===== src/rtl/fir3_bcast_pipe.sv =====
module fir3_bcast_pipe #(
  parameter int DW = 16,
  parameter int CW = 16,
  parameter int AW = 34,
  parameter logic signed [CW-1:0] H0 = 16'sd1234,
  parameter logic signed [CW-1:0] H1 = -16'sd2345,
  parameter logic signed [CW-1:0] H2 = 16'sd321
) (
  input  logic                 clk,
  input  logic                 rst,
  input  logic                 in_valid,
  input  logic signed [DW-1:0] in_data,
  output logic                 out_valid,
  output logic signed [AW-1:0] out_data
);
  localparam int NT  = 3;
  localparam int LW  = DW / 2;
  localparam int HW  = DW - LW;
  localparam int PLW = LW + 1 + CW;
  localparam int PHW = HW + CW;

  logic signed [CW-1:0]  coef    [NT];
  logic signed [PLW-1:0] pl_next [NT];
  logic signed [PLW-1:0] pl_r    [NT];
  logic signed [AW-1:0]  m_next  [NT];
  logic signed [AW-1:0]  m_r     [NT];
  logic signed [DW-1:0]  xe;
  logic signed [HW-1:0]  xh_r;
  logic signed [AW-1:0]  s1_r, s2_r;
  logic [2:0]            v_r;
  logic [2:0]            cyc;

  assign coef[0] = H0;
  assign coef[1] = H1;
  assign coef[2] = H2;
  assign xe = in_valid ? in_data : '0;
  assign out_valid = v_r[2];

  for (genvar t = 0; t < NT; t++) begin : g_tap
    logic signed [PHW-1:0] ph;
    logic signed [AW-1:0]  hi_ext, lo_ext;
    assign pl_next[t] = $signed({1'b0, xe[LW-1:0]}) * coef[t];
    assign ph         = xh_r * coef[t];
    assign hi_ext     = {{(AW-PHW){ph[PHW-1]}}, ph};
    assign lo_ext     = {{(AW-PLW){pl_r[t][PLW-1]}}, pl_r[t]};
    assign m_next[t]  = (hi_ext <<< LW) + lo_ext;

    // Each product register equals the exact product of the sample two edges back
    assert_tap_product_R2: assert property (@(posedge clk) disable iff (rst)
      (cyc >= 3'd2) |-> (m_r[t] == $past(xe, 2) * coef[t]));
  end

  always_ff @(posedge clk) begin
    if (rst) begin
      xh_r     <= '0;
      s1_r     <= '0;
      s2_r     <= '0;
      out_data <= '0;
      v_r      <= '0;
      for (int t = 0; t < NT; t++) begin
        pl_r[t] <= '0;
        m_r[t]  <= '0;
      end
    end else begin
      xh_r     <= xe[DW-1:LW];
      s2_r     <= m_r[2];
      s1_r     <= m_r[1] + s2_r;
      out_data <= m_r[0] + s1_r;
      v_r      <= {v_r[1:0], in_valid};
      for (int t = 0; t < NT; t++) begin
        pl_r[t] <= pl_next[t];
        m_r[t]  <= m_next[t];
      end
    end
  end

  always_ff @(posedge clk) begin
    if (rst) cyc <= '0;
    else if (cyc != 3'd7) cyc <= cyc + 3'd1;
  end

  assert_reset_clear_R1: assert property (@(posedge clk) disable iff (rst)
    $past(rst) |-> (out_data == '0 && !out_valid));

  assert_valid_lag_R3: assert property (@(posedge clk) disable iff (rst)
    (cyc >= 3'd3) |-> (out_valid == $past(in_valid, 3)));

  assert_full_sum_R2: assert property (@(posedge clk) disable iff (rst)
    (cyc >= 3'd5) |-> (out_data == $past(xe, 3) * H0 + $past(xe, 4) * H1 + $past(xe, 5) * H2));
endmodule


===== config.mk =====
export PLATFORM = sky130hd
export DESIGN_NAME = fir3_bcast_pipe
export DESIGN_NICKNAME = d
export VERILOG_FILES = /design/src/rtl/fir3_bcast_pipe.sv
export SDC_FILE = /design/constraint.sdc
export NUM_CORES = 1
export LEC_CHECK = 0
export BUFFER_PORTS_ARGS = -buffer_cell sky130_fd_sc_hd__buf_2
export CAP_MARGIN = 20
export CELL_PAD_IN_SITES_DETAIL_PLACEMENT = 1
export CELL_PAD_IN_SITES_GLOBAL_PLACEMENT = 2
export CORE_MARGIN = 2
export CORE_UTILIZATION = 44
export CTS_CLUSTER_SIZE = 16
export DETAILED_ROUTE_END_ITERATION = 6
export GPL_TIMING_DRIVEN = 0
export PLACE_DENSITY = 0.86
export RECOVER_POWER = 50
export SETUP_SLACK_MARGIN = 0.02
export SKIP_CTS_REPAIR_TIMING = 1
export SLEW_MARGIN = 20
export SYNTH_ARGS = -nofsm -noshare
export SYNTH_HDL_FRONTEND = slang
export SYNTH_SLANG_ARGS = --single-unit

===== constraint.sdc =====
create_clock -name clk -period 11.9 [get_ports clk]
set_clock_uncertainty 0.2 [all_clocks]
set_input_delay 1.785 -clock clk [delete_from_list [all_inputs] [get_ports clk]]
set_output_delay 1.785 -clock clk [all_outputs]
set_load 0.1 [all_outputs]

==> results.yml <==
floorplan:
  die_h_um: 213
  start_util_pct: 44.6
  ios: 54
  num_rows: 76
  core_sq_um: 43000
  die_x_um: 213
  die_area_sq_um: 45200
global_route:
  grt_usage_pct: 22.9
  overflow: 0
  grt_pass1_wl_um: 81000
  grt_pass1_vias: 15500
  antenna_found_initial: 2
  grt_max_degree: 16
clock_network:
  numCtsBuffers: 29
  cts_sinks: 240
  cts_tree: "done"
  cts.reportedPaths.clkPinSlew_ns: 0.06
  clockBufferDepth: 3
  ctsRootBufferMaster: "clkbuf_16"
  clk_latency_ns: 0.57
  htree_levels: 1
timing:
  tightest_slew_ns: 1.19
  final.period_utilization_pct: 61.7
  fmax_ghz: 0.136
  tns_ns: 0
  slew_viol_final: 0
  finalHoldViolations: 0
  rsz0062_at_grt: "no"
  setup_violations: 0
  slew_headroom_pct: 21.3
  fin_crit_ns: 7.34
drt:
  wl_per_cell_um: 18.0
  detail_route.vias_per_cell: 5.21
  drcViolationCount: 0
  routed_wl_um: 49700
  drtIter0Drc: 523
  dr.pass1.iters: 6
  ant_nets: 0
  num_vias: 14400
logic_synthesis:
  synthCells: 2073
  synth_area_per_cell_sq_um: 9.24
  synth_edf_count: 0
  synth_most_common_cell: "ha_1"
  synthSimpleGateAreaFrac_pct: 14.0
  synth_mux_area_share_pct: 0.346
  ys_ff_latch: 240
  synth_top_family_by_area: "adder cells"
  synth_compound_area_share_pct: 13.2
  syn_nets: 2544
  yosys.area_share.adder_pct: 34.3
  ys_dominant_reg_cell: "dfxtp_1"
  yosys_warnings: 0
  yosysSeqAreaShare_pct: 25.1
  synth_common_cells: "329 x ha_1, 282 x inv_1, 240 x dfxtp_1, 178 x nor2_1, 123 x fa_1"
  ys_top_cells_by_area: "dfxtp_1 25%, ha_1 21%, fa_1 13%"
  synth_xor_area_share_pct: 6.86
  netlist_area_sq_um: 19200
  ys_types: 78
  synth_top_cell_area_share_pct: 25.1
  async_reset_ff_share_pct: 0
  yosysTopAreaCell: "dfxtp_1"
pwr:
  netSwitchingFraction_pct: 40.7
  power.clock.fraction_pct: 26.5
  vdd_ir_drop_max_mv: 0.110
  power.total_mw: 3.73
  p_switching_mw: 1.52
  intPower_mw: 2.21
  seqPwrFrac_pct: 27.3
  power_frac_comb_pct: 46.2
  p_per_area_nw_per_um2: 176
  leakage_nw: 10.6
placed_design:
  place.gp.congestion: 0.871
  port_buffers: 52
  hpwlAfterDp_um: 41300
  placed_area_sq_um: 20200
  dp_cells: 2710
run_status:
  status: "completed"
hold_path:
  hold_path_class: "flop to flop"
critical_path:
  cp.arrival_ns: 7.58
  worstPathMaxFanout: 9
  cp.required_ns: 12.14
  end_kind: "flop"
  cp-start-kind: "flop"
  critPathKind: "flop to flop"
job:
  drv_cap: 0
cells_and_area:
  syn_to_final_growth_pct: 10.8
  layout.cells.non_filler: 2765
  postLayoutCellArea_sq_um: 21200
  drive_above_1_share_pct: 4.68
  nets: 2628
==> per-stage QoR <==
step                worst slack (ns)  hold slack [ns]  util, %
global route                    4.05            0.255     49.4
CTS                             4.50            0.227     49.4
floorplan                       4.99            0.214        -
detailed placement              4.14            0.227     46.9
finish                          4.56            0.232     49.4
global placement                4.20            0.218     46.9
==> worst max-delay path, stage by stage, from the launching register on <==
cell	delay [ns]
dfxtp_1	0.77
inv_1	0.39
ha_1	0.46
ha_1	0.30
inv_1	0.06
fa_1	0.51
fa_1	0.56
inv_1	0.05
ha_1	0.32
nor2b_1	0.15
o21ai_0	0.11
a21boi_0	0.50
o21a_1	0.21
a21oi_1	0.07
xnor2_1	0.14
ha_1	0.36
a21oi_1	0.16
nor2b_1	0.06
or3_1	0.31
o311ai_0	0.72
a21oi_1	0.23
a31oi_1	0.33
xnor2_1	0.18
nor2_1	0.06
==> registers in the layout, indices dropped and copies added, names as in the netlist <==
name      flops
v_r           3
out_data     34
xh_r          8
pl_r         53
m_r          81
s1_r         34
s2_r         27
==> per-layer routing <==
layer,track usage [%],up-vias,share of wire (%)
met5,0,-,0
met4,4.77,0,2.0
met3,1.81,65,2.2
met2,40.7,142,49
li1,-,7154,-
met1,30.4,7051,47
==> power groups by stage <==
stage	combinational, mW	clock (mW)	sequential, mW
after floorplan	1.13	0	1.18
after global placement	1.68	0	1.03
after detailed placement	1.73	0	1.03
after CTS	1.74	1.01	1.02
after global routing	1.94	1.04	1.03
final	1.72	0.988	1.02
==> final timing paths <==
kind,start,depth (start not counted),slack [ns],to
setup / recovery,xh_r[6]$_SDFF_PP0_,23,4.56,m_r[1][27]$_SDFF_PP0_
hold / removal,m_r[2][6]$_SDFF_PP0_,1,0.23,s2_r[6]$_SDFF_PP0_
setup reg to reg,xh_r[6]$_SDFF_PP0_,23,4.56,m_r[1][27]$_SDFF_PP0_
hold reg to reg,m_r[2][6]$_SDFF_PP0_,1,0.23,s2_r[6]$_SDFF_PP0_
==> cell type report <==
type / instances / area (sq um)
Antenna cell: 1 / 2.50
Buffer: 34 / 129
Clock buffer: 34 / 774
Clock inverter: 19 / 323
Fill cell: 4998 / 21800
Inverter: 282 / 1060
Multi-Input combinational cell: 1517 / 13200
Sequential cell: 240 / 4800
Tap cell: 585 / 732
Timing Repair Buffer: 53 / 230
==> cell usage in the layout (no fill, tap or decap), drive strengths merged, types with 6 or more instances in the layout <==
master   count
ha         329
inv        286
dfxtp      240
nor2       178
fa         123
a21oi      113
clkbuf     102
nor2b       93
xnor2       86
o21ai       68
xor2        64
a21o        56
nand2       53
nor3        40
and2        32
nand2b      27
nand3       21
and3        19
a31oi       19
o21a        19
buf         19
or3         18
o21bai      17
o31ai       13
nand4       12
a211oi      12
or2         10
o211ai       9
bufinv       7
clkinv       7
nand3b       6
a311oi       6
a2111oi      6
==> cells by family (layout without fill, tap and decap cells) <==
kind of cell	Yosys count	in the layout
adders and majority gates	452	452
xor gates and xnor gates	150	150
muxes	6	6
DFF	240	240
and+or+nand+nor	524	524
AOI/OAI and AO/OA	385	385
buffers and inverters	316	422
other	0	1
No activity file was read; power rests on OpenSTA's default activity.
